### src/rtl/eep_pkg.sv
// Shared types and cycle-conversion helpers for the parallel EEPROM sequencer.
// Assumes all timing parameters are given in nanoseconds and the clock period in picoseconds.
package eep_pkg;

    typedef enum logic [3:0] {
        ST_IDLE,
        ST_WSET,
        ST_WSTB,
        ST_WHLD,
        ST_WGAP,
        ST_PACC,
        ST_PREC,
        ST_RACC,
        ST_RREC
    } seq_state_e;

    typedef struct packed {
        logic ce_n;
        logic oe_n;
        logic we_n;
        logic doe;
    } bus_ctl_t;

    // Round a nanosecond minimum up to whole clock cycles, never below one.
    function automatic int unsigned ns_to_cycles(longint unsigned ns, longint unsigned period_ps);
        longint unsigned c;
        c = (ns * 64'd1000 + period_ps - 64'd1) / period_ps;
        if (c == 64'd0) c = 64'd1;
        return int'(c);
    endfunction

    // Larger of two counts.
    function automatic int unsigned max2(int unsigned a, int unsigned b);
        return (a > b) ? a : b;
    endfunction

    // Counter width able to hold the value v.
    function automatic int unsigned bits_for(int unsigned v);
        int unsigned w;
        w = $clog2(v + 1);
        return (w < 1) ? 1 : w;
    endfunction

endpackage

### src/rtl/eep_cycle_timer.sv
// Down-counter that times each bus phase.
// A load sets the count to (phase length - 1); done is high while the count is zero,
// so a phase entered with a load lasts exactly the requested number of cycles.
module eep_cycle_timer #(
    parameter int unsigned TW = 5
) (
    input  logic          clk,
    input  logic          rst_n,
    input  logic          load,
    input  logic [TW-1:0] load_val,
    output logic          done
);
    logic [TW-1:0] cnt_q;

    // Load a new phase length or count the current one down to zero.
    always_ff @(posedge clk) begin
        if (!rst_n) begin
            cnt_q <= '0;
        end else if (load) begin
            cnt_q <= load_val;
        end else if (cnt_q != '0) begin
            cnt_q <= cnt_q - 1'b1;
        end
    end

    assign done = (cnt_q == '0);

    AST_TMR_RELOAD: assert property (@(posedge clk) disable iff (!rst_n)
        load |=> (cnt_q == $past(load_val)));
endmodule

### src/rtl/eep_poll_watch.sv
// Write-completion time limit. Counts cycles from the end of a write strobe while
// polling runs, saturating at LIMIT; expired means the limit has been reached.
// Assumes clear and run are never high in the same cycle.
module eep_poll_watch #(
    parameter int unsigned LIMIT = 200000,
    parameter int unsigned MW    = 18
) (
    input  logic clk,
    input  logic rst_n,
    input  logic clear,
    input  logic run,
    output logic expired
);
    localparam logic [MW-1:0] LIM_V = MW'(LIMIT);

    logic [MW-1:0] cnt_q;

    // Restart at a strobe end, then count polling cycles up to the limit.
    always_ff @(posedge clk) begin
        if (!rst_n) begin
            cnt_q <= '0;
        end else if (clear) begin
            cnt_q <= '0;
        end else if (run && (cnt_q < LIM_V)) begin
            cnt_q <= cnt_q + 1'b1;
        end
    end

    assign expired = (cnt_q >= LIM_V);

    AST_TMO_CLEARED: assert property (@(posedge clk) disable iff (!rst_n)
        clear |=> !expired);
endmodule

### src/rtl/eep_seq_fsm.sv
// Bus sequencer: accepts one request, walks the write, poll or read phases and
// registers the memory strobes so they change only on clock edges.
// Assumes each *_CYC parameter is at least 1 and fits in TW bits.
module eep_seq_fsm
    import eep_pkg::*;
#(
    parameter int unsigned ADDR_W  = 9,
    parameter int unsigned DATA_W  = 8,
    parameter int unsigned TW      = 5,
    parameter int unsigned SET_CYC = 2,
    parameter int unsigned STB_CYC = 20,
    parameter int unsigned HLD_CYC = 10,
    parameter int unsigned GAP_CYC = 10,
    parameter int unsigned ACC_CYC = 30
) (
    input  logic              clk,
    input  logic              rst_n,
    input  logic              req_valid,
    input  logic              req_write,
    input  logic [ADDR_W-1:0] req_addr,
    input  logic [DATA_W-1:0] req_wdata,
    output logic              req_ready,
    output logic              rsp_valid,
    output logic [DATA_W-1:0] rsp_rdata,
    output logic              rsp_error,
    output logic [ADDR_W-1:0] mem_addr,
    output logic [DATA_W-1:0] mem_dout,
    input  logic [DATA_W-1:0] mem_din,
    output logic              mem_doe,
    output logic              mem_ce_n,
    output logic              mem_oe_n,
    output logic              mem_we_n,
    output logic              tmr_load,
    output logic [TW-1:0]     tmr_val,
    input  logic              tmr_done,
    output logic              tmo_clear,
    output logic              tmo_run,
    input  logic              tmo_hit
);
    localparam int unsigned   MSB   = DATA_W - 1;
    localparam logic [TW-1:0] SET_V = TW'(SET_CYC - 1);
    localparam logic [TW-1:0] STB_V = TW'(STB_CYC - 1);
    localparam logic [TW-1:0] HLD_V = TW'(HLD_CYC - 1);
    localparam logic [TW-1:0] GAP_V = TW'(GAP_CYC - 1);
    localparam logic [TW-1:0] ACC_V = TW'(ACC_CYC - 1);

    seq_state_e        state_q, state_d;
    bus_ctl_t          ctl_q;
    logic [ADDR_W-1:0] addr_q;
    logic [DATA_W-1:0] wdata_q;
    logic [DATA_W-1:0] cap_q;
    logic              match_q;
    logic              rsp_valid_q, rsp_error_q;
    logic [DATA_W-1:0] rsp_rdata_q;

    // Strobe levels that belong to each phase.
    function automatic bus_ctl_t ctl_for(seq_state_e s);
        bus_ctl_t c;
        c = '{ce_n: 1'b1, oe_n: 1'b1, we_n: 1'b1, doe: 1'b0};
        case (s)
            ST_WSET, ST_WHLD: begin c.ce_n = 1'b0; c.doe = 1'b1; end
            ST_WSTB:          begin c.ce_n = 1'b0; c.doe = 1'b1; c.we_n = 1'b0; end
            ST_PACC, ST_RACC: begin c.ce_n = 1'b0; c.oe_n = 1'b0; end
            default:          ;
        endcase
        return c;
    endfunction

    // Next phase and phase-timer reload.
    always_comb begin
        state_d  = state_q;
        tmr_load = 1'b0;
        tmr_val  = '0;
        case (state_q)
            ST_IDLE: if (req_valid) begin
                tmr_load = 1'b1;
                if (req_write) begin state_d = ST_WSET; tmr_val = SET_V; end
                else           begin state_d = ST_RACC; tmr_val = ACC_V; end
            end
            ST_WSET: if (tmr_done) begin state_d = ST_WSTB; tmr_load = 1'b1; tmr_val = STB_V; end
            ST_WSTB: if (tmr_done) begin state_d = ST_WHLD; tmr_load = 1'b1; tmr_val = HLD_V; end
            ST_WHLD: if (tmr_done) begin state_d = ST_WGAP; tmr_load = 1'b1; tmr_val = GAP_V; end
            ST_WGAP: if (tmr_done) begin state_d = ST_PACC; tmr_load = 1'b1; tmr_val = ACC_V; end
            ST_PACC: if (tmr_done) begin state_d = ST_PREC; tmr_load = 1'b1; tmr_val = GAP_V; end
            ST_PREC: if (tmr_done) begin
                if (match_q || tmo_hit) begin
                    state_d = ST_IDLE;
                end else begin
                    state_d  = ST_PACC;
                    tmr_load = 1'b1;
                    tmr_val  = ACC_V;
                end
            end
            ST_RACC: if (tmr_done) begin state_d = ST_RREC; tmr_load = 1'b1; tmr_val = GAP_V; end
            ST_RREC: if (tmr_done) state_d = ST_IDLE;
            default: state_d = ST_IDLE;
        endcase
    end

    // Phase register and registered strobes.
    always_ff @(posedge clk) begin
        if (!rst_n) begin
            state_q <= ST_IDLE;
            ctl_q   <= '{ce_n: 1'b1, oe_n: 1'b1, we_n: 1'b1, doe: 1'b0};
        end else begin
            state_q <= state_d;
            ctl_q   <= ctl_for(state_d);
        end
    end

    // Request capture at acceptance.
    always_ff @(posedge clk) begin
        if (!rst_n) begin
            addr_q  <= '0;
            wdata_q <= '0;
        end else if (state_q == ST_IDLE && req_valid) begin
            addr_q  <= req_addr;
            wdata_q <= req_wdata;
        end
    end

    // Sample the bus at the last cycle of every read window and note a poll match.
    always_ff @(posedge clk) begin
        if (!rst_n) begin
            cap_q   <= '0;
            match_q <= 1'b0;
        end else if ((state_q == ST_PACC || state_q == ST_RACC) && tmr_done) begin
            cap_q   <= mem_din;
            match_q <= (mem_din[MSB] == wdata_q[MSB]);
        end
    end

    // Completion pulse with the returned byte and the timeout flag.
    always_ff @(posedge clk) begin
        if (!rst_n) begin
            rsp_valid_q <= 1'b0;
            rsp_rdata_q <= '0;
            rsp_error_q <= 1'b0;
        end else begin
            rsp_valid_q <= 1'b0;
            if (state_q == ST_RREC && tmr_done) begin
                rsp_valid_q <= 1'b1;
                rsp_rdata_q <= cap_q;
                rsp_error_q <= 1'b0;
            end else if (state_q == ST_PREC && tmr_done && (match_q || tmo_hit)) begin
                rsp_valid_q <= 1'b1;
                rsp_rdata_q <= cap_q;
                rsp_error_q <= !match_q;
            end
        end
    end

    assign tmo_clear = (state_q == ST_WSTB) && tmr_done;
    assign tmo_run   = (state_q == ST_WHLD) || (state_q == ST_WGAP) ||
                       (state_q == ST_PACC) || (state_q == ST_PREC);

    assign req_ready = (state_q == ST_IDLE);
    assign rsp_valid = rsp_valid_q;
    assign rsp_rdata = rsp_rdata_q;
    assign rsp_error = rsp_error_q;
    assign mem_addr  = addr_q;
    assign mem_dout  = wdata_q;
    assign mem_doe   = ctl_q.doe;
    assign mem_ce_n  = ctl_q.ce_n;
    assign mem_oe_n  = ctl_q.oe_n;
    assign mem_we_n  = ctl_q.we_n;

    AST_STROBE_BUS_STABLE: assert property (@(posedge clk) disable iff (!rst_n)
        !mem_we_n |-> ($stable(mem_addr) && $stable(mem_dout) && mem_doe));
    AST_ACCEPT_BLOCKS: assert property (@(posedge clk) disable iff (!rst_n)
        (req_valid && req_ready) |=> !req_ready);
    AST_NO_CONTENTION: assert property (@(posedge clk) disable iff (!rst_n)
        !mem_oe_n |-> (!mem_doe && mem_we_n));
    AST_ERR_NEEDS_TMO: assert property (@(posedge clk) disable iff (!rst_n)
        (rsp_valid && rsp_error) |-> $past(tmo_hit));
    AST_DONE_ON_MATCH: assert property (@(posedge clk) disable iff (!rst_n)
        (rsp_valid && !rsp_error) |-> $past(!req_ready));
    AST_POLL_BIT_AGREES: assert property (@(posedge clk) disable iff (!rst_n)
        (rsp_valid && !rsp_error && $past(state_q == ST_PREC)) |->
        (rsp_rdata[MSB] == wdata_q[MSB]));
endmodule

### src/rtl/eep_host_seq.sv
// Top of the parallel EEPROM sequencer: converts nanosecond minimums to cycle
// counts and wires the sequencer to its phase timer and its polling time limit.
// Assumes a single requester and a memory that flips bit 7 of the polled byte while busy.
module eep_host_seq
    import eep_pkg::*;
#(
    parameter int unsigned ADDR_W          = 9,
    parameter int unsigned DATA_W          = 8,
    parameter int unsigned CLK_PERIOD_PS   = 5000,
    parameter int unsigned T_AS_NS         = 10,
    parameter int unsigned T_AH_NS         = 50,
    parameter int unsigned T_DS_NS         = 50,
    parameter int unsigned T_DH_NS         = 10,
    parameter int unsigned T_WPL_NS        = 100,
    parameter int unsigned T_WPH_NS        = 50,
    parameter int unsigned T_OES_NS        = 10,
    parameter int unsigned T_OEH_NS        = 10,
    parameter int unsigned T_ACC_NS        = 150,
    parameter int unsigned T_OE_NS         = 70,
    parameter int unsigned POLL_TIMEOUT_NS = 1000000
) (
    input  logic              clk,
    input  logic              rst_n,
    input  logic              req_valid,
    output logic              req_ready,
    input  logic              req_write,
    input  logic [ADDR_W-1:0] req_addr,
    input  logic [DATA_W-1:0] req_wdata,
    output logic              rsp_valid,
    output logic [DATA_W-1:0] rsp_rdata,
    output logic              rsp_error,
    output logic [ADDR_W-1:0] mem_addr,
    output logic [DATA_W-1:0] mem_dout,
    input  logic [DATA_W-1:0] mem_din,
    output logic              mem_doe,
    output logic              mem_ce_n,
    output logic              mem_oe_n,
    output logic              mem_we_n
);
    localparam int unsigned P       = CLK_PERIOD_PS;
    localparam int unsigned SET_CYC = max2(ns_to_cycles(T_AS_NS, P), ns_to_cycles(T_OES_NS, P));
    localparam int unsigned STB_CYC = max2(ns_to_cycles(T_WPL_NS, P), ns_to_cycles(T_DS_NS, P));
    localparam int unsigned HLD_CYC = max2(max2(ns_to_cycles(T_AH_NS, P), ns_to_cycles(T_DH_NS, P)),
                                           ns_to_cycles(T_OEH_NS, P));
    localparam int unsigned GAP_CYC = ns_to_cycles(T_WPH_NS, P);
    localparam int unsigned ACC_CYC = max2(ns_to_cycles(T_ACC_NS, P), ns_to_cycles(T_OE_NS, P));
    localparam int unsigned TMO_CYC = ns_to_cycles(POLL_TIMEOUT_NS, P);
    localparam int unsigned CNT_MAX = max2(max2(max2(SET_CYC, STB_CYC), max2(HLD_CYC, GAP_CYC)), ACC_CYC);
    localparam int unsigned TW      = bits_for(CNT_MAX);
    localparam int unsigned MW      = bits_for(TMO_CYC);

    logic          tmr_load, tmr_done;
    logic [TW-1:0] tmr_val;
    logic          tmo_clear, tmo_run, tmo_hit;

    eep_seq_fsm #(
        .ADDR_W (ADDR_W),  .DATA_W (DATA_W),  .TW (TW),
        .SET_CYC(SET_CYC), .STB_CYC(STB_CYC), .HLD_CYC(HLD_CYC),
        .GAP_CYC(GAP_CYC), .ACC_CYC(ACC_CYC)
    ) u_fsm (
        .clk      (clk),       .rst_n    (rst_n),
        .req_valid(req_valid), .req_write(req_write),
        .req_addr (req_addr),  .req_wdata(req_wdata), .req_ready(req_ready),
        .rsp_valid(rsp_valid), .rsp_rdata(rsp_rdata), .rsp_error(rsp_error),
        .mem_addr (mem_addr),  .mem_dout (mem_dout),  .mem_din  (mem_din),
        .mem_doe  (mem_doe),   .mem_ce_n (mem_ce_n),  .mem_oe_n (mem_oe_n),
        .mem_we_n (mem_we_n),
        .tmr_load (tmr_load),  .tmr_val  (tmr_val),   .tmr_done (tmr_done),
        .tmo_clear(tmo_clear), .tmo_run  (tmo_run),   .tmo_hit  (tmo_hit)
    );

    eep_cycle_timer #(.TW(TW)) u_tmr (
        .clk(clk), .rst_n(rst_n), .load(tmr_load), .load_val(tmr_val), .done(tmr_done)
    );

    eep_poll_watch #(.LIMIT(TMO_CYC), .MW(MW)) u_watch (
        .clk(clk), .rst_n(rst_n), .clear(tmo_clear), .run(tmo_run), .expired(tmo_hit)
    );

    // Strobe-width run counters used only by the checks below.
    logic [TW:0] we_low_run, oe_low_run;

    // Count consecutive low cycles of the write and output enables.
    always_ff @(posedge clk) begin
        if (!rst_n) begin
            we_low_run <= '0;
            oe_low_run <= '0;
        end else begin
            we_low_run <= mem_we_n ? '0 : ((&we_low_run) ? we_low_run : we_low_run + 1'b1);
            oe_low_run <= mem_oe_n ? '0 : ((&oe_low_run) ? oe_low_run : oe_low_run + 1'b1);
        end
    end

    AST_WE_MIN_PULSE: assert property (@(posedge clk) disable iff (!rst_n)
        $rose(mem_we_n) |-> (int'(we_low_run) >= STB_CYC));
    AST_OE_MIN_ACCESS: assert property (@(posedge clk) disable iff (!rst_n)
        $rose(mem_oe_n) |-> (int'(oe_low_run) >= ACC_CYC));
    AST_STROBE_UNDER_CE: assert property (@(posedge clk) disable iff (!rst_n)
        $fell(mem_we_n) |-> ($past(!mem_ce_n) && mem_oe_n));
endmodule

### config.mk
export PLATFORM = sky130hd
export DESIGN_NAME = eep_host_seq
export DESIGN_NICKNAME = d
export VERILOG_FILES = /design/src/rtl/eep_pkg.sv /design/src/rtl/eep_cycle_timer.sv /design/src/rtl/eep_poll_watch.sv /design/src/rtl/eep_seq_fsm.sv /design/src/rtl/eep_host_seq.sv
export SDC_FILE = /design/constraint.sdc
export NUM_CORES = 1
export LEC_CHECK = 0
export BUFFER_PORTS_ARGS = -buffer_cell sky130_fd_sc_hd__buf_2
export CORE_ASPECT_RATIO = 1.75
export CORE_UTILIZATION = 35
export DETAILED_ROUTE_END_ITERATION = 16
export PLACE_DENSITY_LB_ADDON = 0.1
export SYNTH_ARGS = -nofsm -noshare
export SYNTH_HDL_FRONTEND = slang
export SYNTH_SLANG_ARGS = --single-unit
### constraint.sdc
create_clock -name clk -period 4.74 [get_ports clk]
set_clock_uncertainty 0.2 [all_clocks]
set_input_delay 0.948 -clock clk [delete_from_list [all_inputs] [get_ports clk]]
set_output_delay 0.948 -clock clk [all_outputs]
set_load 0.02 [all_outputs]
; After elaboration in Yosys (flattened, before gate mapping)
; Index checks and enable logic that the tools add are counted.
[word_totals]
ff_bits = 67
out_inout_bits = 32
[classes]
n_addsub = 2
order_cmp = 2
n_eq_ne = 14
n_mux = 35
bitwise = 1
n_reduce_logical = 25
[ops]
columns = op, n
row1 = $mux 4, 10
row2 = $mux 5, 8
row3 = $pmux 4 s9, 1
row4 = $pmux 5 s5, 1
row5 = $eq 4x3->1 const B, 6
row6 = $add 18x1->18 const B, 1
row7 = $ge 18x18->1 const B, 1
row8 = $lt 18x18->1 const B, 1
row9 = $eq 4x2->1 const B, 4
row10 = $mux 8, 2
row11 = $mux 1, 10
row12 = $eq 4x1->1 const B, 2
row13 = $logic_and 1x1->1, 7
row14 = $mux 3, 2
row15 = $reduce_or 2->1, 3
row16 = $reduce_or 6->1, 1
row17 = $logic_not 5->1, 1
row18 = $logic_or 1x1->1, 5
row19 = $reduce_bool 5->1, 1
row20 = $reduce_or 5->1, 1
row21 = $sub 5x1->5 const B, 1
row22 = $eq 4x4->1 const B, 1
row23 = $logic_not 4->1, 1
row24 = $reduce_bool 2->1, 2
row25 = 6 further kinds, 6

; Logic depth before layout (Yosys ltp)
; Gate-level depths: netlist (run 1).
[logic_depth]
ltp_word = 8
depth_mapped = 9
ltp_nobuf = 7

; By module
; Synthesis (run 1) repeated with hierarchy kept, for this count alone.
[hier_totals]
hier_cells = 377
area_unflattened_um2 = 3259.4
[modules_own_cells]
columns = mod, n_inst, cells_each, area_per_inst_um2, seq_area_each_um2
row1 = eep_seq_fsm, 1, 224, 1949.4, 880.8
row2 = eep_poll_watch, 1, 119, 1009.7, 360.3
row3 = eep_cycle_timer, 1, 34, 300.3, 100.1

; Worst setup path after synthesis (run 1)
; OpenSTA, ideal clock, no wires.
[synth_timing]
path_type = input to register
from = input port rst_n
to = register u_watch.cnt_q[3]
setup_ns = 0.059
t_arrival_ns = 2.119
slack_ns = 2.362
path_stages = 5
n_path_buf = 1
cell_sequence = clkbuf_1 > clkinv_1 > a31o_2 > or3_1 > nand2_1
[synth_via]
elab_chain_cells = 2
[synth_lines]
columns = item, line
row1 = start: declaration, eep_host_seq.sv:23  ; input logic rst_n,
row2 = $not 1->1 (no source line), n/a
row3 = $reduce_or 2->1 (no source line), n/a
row4 = end signal: assignment, eep_poll_watch.sv:25  ; cnt_q <= cnt_q + 1'b1;
row5 = end: declaration, eep_poll_watch.sv:16  ; logic [MW-1:0] cnt_q;
; No other way between the ends.
; A chain may end at the register's enable or synchronous reset.

; Final worst setup path (run 1)
[layout_timing]
from = register u_watch.cnt_q[12]
to = register u_fsm.rsp_rdata_q[1], in the netlist u_fsm.rsp_rdata[1]
[layout_via]
elab_chain_cells = 4
[layout_lines]
columns = item, line
row1 = $ge 18x18->1, eep_poll_watch.sv:29  ; assign expired = (cnt_q >= LIM_V);
row2 = $logic_or 1x1->1, eep_seq_fsm.sv:145  ; end else if (state_q == ST_PREC && tmr_done && (match_q || tmo_hit)) begin
row3 = $logic_and 1x1->1, eep_seq_fsm.sv:145
row4 = $reduce_bool 2->1 (no source line), n/a
row5 = end signal: assignment, eep_seq_fsm.sv:143  ; rsp_rdata_q <= cap_q;
row6 = end signal: assignment, eep_seq_fsm.sv:147  ; rsp_rdata_q <= cap_q;
row7 = end: declaration, eep_seq_fsm.sv:54  ; logic [DATA_W-1:0] rsp_rdata_q;
; No other way between the ends.

==> results of run 1 <==
-- cells by family after synthesis --
kind of cell | Yosys count | synth area share (%)
simple gates | 152 | 24.1
compound gates | 80 | 17.1
flops | 67 | 44.5
xor+xnor | 7 | 2.03
fa+ha+maj | 4 | 1.66
buf+inv | 32 | 4.56
mux | 18 | 5.98
-- state kept, by name, summed over array words and instances, names as in the netlist --
| signal | flops |
|---|---|
| u_watch.cnt_q | 18 |
| u_fsm.mem_oe_n | 1 |
| u_fsm.mem_addr | 9 |
| u_tmr.cnt_q | 5 |
| u_fsm.cap_q | 8 |
| u_fsm.mem_doe | 1 |
| u_fsm.mem_we_n | 1 |
| u_fsm.state_q | 4 |
| u_fsm.mem_dout | 8 |
| u_fsm.mem_ce_n | 1 |
| u_fsm.rsp_rdata | 8 |
| u_fsm.rsp_error | 1 |
| u_fsm.match_q | 1 |
| u_fsm.rsp_valid | 1 |
-- layer usage --
metal | GRT usage [%] | share of wire, % | up-vias
met5 | 0 | 0 | -
met4 | 8.07 | 1.1 | 0
met3 | 3.80 | 3.3 | 7
met2 | 30.0 | 54 | 43
met1 | 19.4 | 42 | 1282
li1 | - | - | 1371
-- Yosys cell counts (5+ instances only) --
library cell and n:
nand3_1 17, inv_1 10, or3_1 6, clkbuf_1 12
nor2_1 27, mux2i_1 18, a21oi_1 35, buf_2 5
dfxtp_1 67, nor3_1 5, nand2_1 66, o21ai_0 11
-- cell type report --
type | count | area, µm²
repair buffers | 62 | 315
fillers | 863 | 4560
clock inverters | 6 | 136
multi-input cells | 261 | 1540
well taps | 115 | 144
clock buffers | 10 | 239
flip-flops and latches | 67 | 1340
inverters | 11 | 41.3
-- path summary, 6_finish.rpt --
check	startpoint	slack, ps	depth (start not counted)	to
max reg2reg	u_watch.cnt_q[12]	1910	5	u_fsm.rsp_rdata[1]
min	u_fsm.mem_addr[0]	250	2	u_fsm.mem_addr[0]
min reg2reg	u_fsm.mem_addr[0]	250	2	u_fsm.mem_addr[0]
max	u_watch.cnt_q[12]	1910	5	u_fsm.rsp_rdata[1]
-- worst min-delay path, cell delays in order, from the launching register on --
cell and delay, ps:
dfxtp_1 300, nand2_1 50, a21oi_1 50
-- power by group --
group / switching (mW) / internal, mW / leakage (nW)
registers: 0.0794 / 0.643 / 0.545
clock network: 0.243 / 0.582 / 0.179
logic: 0.348 / 0.223 / 0.869
total: 0.671 / 1.45 / 1.59
-- per-stage QoR --
stage	power [mW]	utilization, %	setup slack (ps)	instance area, µm²
final	2.12	45.2	1910	3750
after global routing	2.24	45.2	1660	3750
after CTS	2.14	45.2	1830	3750
after detailed placement	1.31	40.6	1740	3380
after global placement	1.31	40.6	1760	3380
after floorplan	1.15	-	2360	3020
==> results.md, run 1 <==
- Yosys cell types: between 50 and 60
- Max VDD drop: 252 µV
- Core area: between 8000 and 9000 µm²
- Critical path arrival: 2880 ps
- CTS root buf: clkbuf_16
- Slew headroom: 27.9%
- Max Cap Viol: 0
- Post-synth EDFFs: 0
- Ys Warns: 0
- Clock tree buffer depth: 2
- CP bufs+invs: 0
- IO Pins: 61
- Initial Util: a little over a third
- WL/cell: between 10 and 15 µm
- Outcome: finished, final reports clean
- Sinks on Clock Net: 67
- Cell count after synthesis: 360
- Worst Path Max Fanout: 9
- Gr usage total: around 17%
- Overflow after GRT: 0
- Highest clock rate: 354 MHz
- Largest net degree at the start of global routing: 30
- Post-DP HPWL: about 5.1 mm
- Placed Instances: roughly 520
- Die ar.: between 9000 and 10,000 µm²
- Ys async rst share: 0%
- Post-route ant nets: 0
- Top cells by area, synth: dfxtp_1, nand2_1, mux2i_1
- Crit-path max cell delay: between 800 and 900 ps
- Via/cell ratio: ~5.1
- Initial antenna violation count: 0
- Post-CTS setup buffers: 0
- Final Non-Filler Cells: ~530
- Wirelength, routed: between 7 and 8 mm
- WS Path Type: register to register
- Via count: about 2.7k
- Placer Congestion: slightly below 0.8
- Chip width: 72.2 µm
- PortBufs: 60
- Worst slew pin tran: about 1100 ps
- Finish-stage setup viols: 0
- Setup TNS: 0 ps
- Final Hold Viols: 0
- Leak Pwr: 1.59 nW
- Area Overhead vs Synth: 24.5%
- Syn_nets: approximately 390
- Synth Register Bits: 67
- Post-synthesis sequential area ratio: 44.5%
- Hold bufs inserted after CTS: 0
- Nets: 445
- Period utilization: 59.7%
- Shortest period the worst path allows: 2830 ps
- Drt first pass iters: 4
- Ratio of cells with drive above 1 in the final layout: 21.3%
- Hold WC Path Type: register to register
- PostCTS Resize Cnt: 0
- PwrDens: approximately 560 nW/µm²
- Setup crit end kind: register
- Count of pins over their slew limit: 0
- Mapped Avg Cell Area: approximately 8.4 µm²
- Die H: 125 µm
- Worst path cell trace: nor4_1 -> nor2_1 -> or3_2 -> a21oi_1 -> mux2i_1
- Cell Rows: 44
- Vias in the first global route: about 2.6k
- Commonest non-fill, non-tap cell in the layout: dfxtp_1
- Delay-heaviest family, CP: simple AND/OR/NAND/NOR gates
- DR DRC count: 0
- Worst setup SP type: register
- Iter 0 DRT Violations: 94
- Fin Hold WS: 253 ps
- Commonest non-fill, non-tap cells in the layout: dfxtp_1, nand2_1, buf_2
- Diodes inserted: 0
- Clock-pin slew on the worst setup and hold paths: around 50 ps
- First-pass GRT wire length: about 12 mm
- Post-synth top flop: dfxtp_1
- RSZ-0062 raised after global routing: no
- Critical Path RT: 4790 ps
- Total CTS buffers: 9
- Worst-Skew Late Latency: about 330 ps
- Critical path's slowest cell: a21oi_1
- Post-synth top area share: 44.5%
- H-Tree Depth: 3
- Area leader, netlist: dfxtp_1
- Mapped cell area: slightly above 3000 µm²
- CTS tree: done
(Power assumes the default switching activity.)
==> run 2, diff against run 1 <==
Clock period 4.74 ns to 2.9 ns, I/O delays scaled along.
==> results.md, run 2 (synthesis results as in run 1) <==
- Critical path arrival: between 2000 and 3000 ps
- Chip width: 72.2 µm
- CP startpoint: u_watch.cnt_q[12]
- Fin area: around 3700 µm²
- RSZ-0062 raised after global routing: no
- Wire length on met3: 232 µm
- Ratio of cells with drive above 1 in the final layout: between 20% and 30%
- Nets: 452
- Placer Congestion: 0.776
- WL met2: about 3.8 mm
- Commonest non-fill, non-tap cells in the layout: dfxtp_1, nand2_1, buf_2
- H-Tree Depth: 3
- Sw Ratio: between 30% and 40%
- Post-DP HPWL: 5.23 mm
- Overflow after GRT: 0
- Highest clock rate: between 300 and 400 MHz
- PortBufs: 60
- Shortest period the worst path allows: 2700 ps
- Initial Util: 36.3%
- Via/cell ratio: 5.04
- Gr usage total: between 10% and 20%
- First-pass GRT wire length: approximately 12 mm
- Sinks on Clock Net: 67
- Placed Instances: 523
- Area Overhead vs Synth: 23.8%
- Reg-to-reg endpoint: u_fsm.rsp_rdata[1]
- Final Hold Viols: 0
- Vias in the first global route: between 2k and 3k
- Worst Path Max Fanout: 9
- Register Area: 1340 µm²
- Worst Setup EP: u_fsm.rsp_rdata[1]
- Commonest non-fill, non-tap cell in the layout: dfxtp_1
- Core area: slightly above 8000 µm²
- Power Internal: around 2.1 mW
- Die ar.: between 9000 and 10,000 µm²
- Met1 Routed Length: 2.91 mm
- Hold WC Path Type: register to register
- Logic pwr share: a little under a third
- Setup crit end kind: register
- Max Cap Viol: 0
- Largest register FFs: 18
- Clock share of power: between 30% and 40%
- Outcome: finished, final reports clean
- Max VDD drop: between 400 and 500 µV
- Total CTS buffers: 9
- Worst setup SP type: register
- Post-CTS setup buffers: 0
- Slew headroom: around 30%
- Via count: approximately 2.7k
- Wirelength, routed: approximately 7 mm
- PostCTS Resize Cnt: 0
- Final Non-Filler Cells: between 500 and 600
- Die H: 125 µm
- Finish-stage setup viols: 0
- Count of pins over their slew limit: 0
- CTS root buf: clkbuf_16
- PwrDens: 867 nW/µm²
- Leak Pwr: between 1.5 and 2 nW
- Clock tree buffer depth: 2
- Hold bufs inserted after CTS: 0
- Iter 0 DRT Violations: between 80 and 90
- Flop pwr share: a little over a third
- Worst slew pin tran: ~1100 ps
- DR DRC count: 0
- WS Path Type: register to register
- Top sig layer: met4
- Initial antenna violation count: 0
- R2r setup slk: slightly below 200 ps
- R2R Path Start: u_watch.cnt_q[12]
- Critical Path RT: between 2000 and 3000 ps
- Multi-input gate area: between 1500 and 2000 µm²
- CTS tree: done
- Power, Total: approximately 3.2 mW
- Clock-pin slew on the worst setup and hold paths: ~60 ps
- Largest net degree at the start of global routing: 24
- Diodes inserted: 0
- Biggest register: u_watch.cnt_q
- Fin Hold WS: around 250 ps
- Area after DPL: between 3000 and 4000 µm²
- Fillers: ~880
- Worst-Skew Late Latency: 330 ps
- Post-route ant nets: 0
- Period utilization: between 90% and 100%
- Drt first pass iters: 4
- R2r worst-path depth: 5
- IO Pins: 61
- WL/cell: about 13 µm
- Setup TNS: 0 ps
- Cell Rows: 44
- NetSw: approximately 1.1 mW
-- run 2: cell count changes in the layout (fill, tap and decap cells not counted), sizes merged --
cell,previous run,this run
clkbuf,10,9
buf,62,69
clkinvlp,1,2
clkinv,2,3
bufinv,4,1
inv,10,12
-- run 2: worst min-delay path by stage --
stage,to,cells after the start,startpoint
final,u_fsm.mem_addr[4],2,u_fsm.mem_addr[4]
after global routing,u_fsm.mem_addr[0],2,u_fsm.mem_addr[0]
after CTS,u_fsm.rsp_rdata[6],2,u_fsm.cap_q[6]
after detailed placement,u_fsm.mem_addr[0],2,u_fsm.mem_addr[0]
after global placement,u_fsm.mem_addr[3],2,u_fsm.mem_addr[3]
after floorplan,u_fsm.rsp_rdata[0],2,u_fsm.cap_q[0]
-- run 2: metal layers --
layer  GRT usage (%)  vias up
met5               0        -
met4            9.34        0
met3            4.37       16
met2            28.6       48
met1            18.7     1272
li1                -     1381
-- run 2: final cells by class --
cell class | instances | share of cell area, %
Timing Repair Buffer | 69 | 9.86
Sequential cell | 67 | 35.9
Clock buffer | 9 | 6.03
Inverter | 11 | 1.11
Clock inverter | 7 | 2.04
Tap cell | 115 | 3.86
Multi-Input combinational cell | 261 | 41.2
-- run 2: power by group through the flow --
stage	combinational, mW	clock, mW	sequential, mW
final	0.988	1.09	1.16
after detailed placement	0.997	0	1.18
after floorplan	0.666	0	1.22
after global placement	0.993	0	1.18
after CTS	1.00	1.12	1.17
after global routing	1.10	1.16	1.18
-- run 2: through the flow --
step | setup WS [ps] | util [%]
2_1_floorplan | 555 | -
3_3_place_gp | 227 | 41.3
3_5_place_dp | 158 | 41.3
4_1_cts | 160 | 44.9
5_1_grt | 4.76 | 44.9
6_report | 199 | 44.9
-- run 2: critical path, stage by stage (launching register included) --
cell	delay, ps
dfxtp_1	330
nor4_1	400
nor2_1	120
or3_2	450
a21oi_1	820
mux2i_1	290
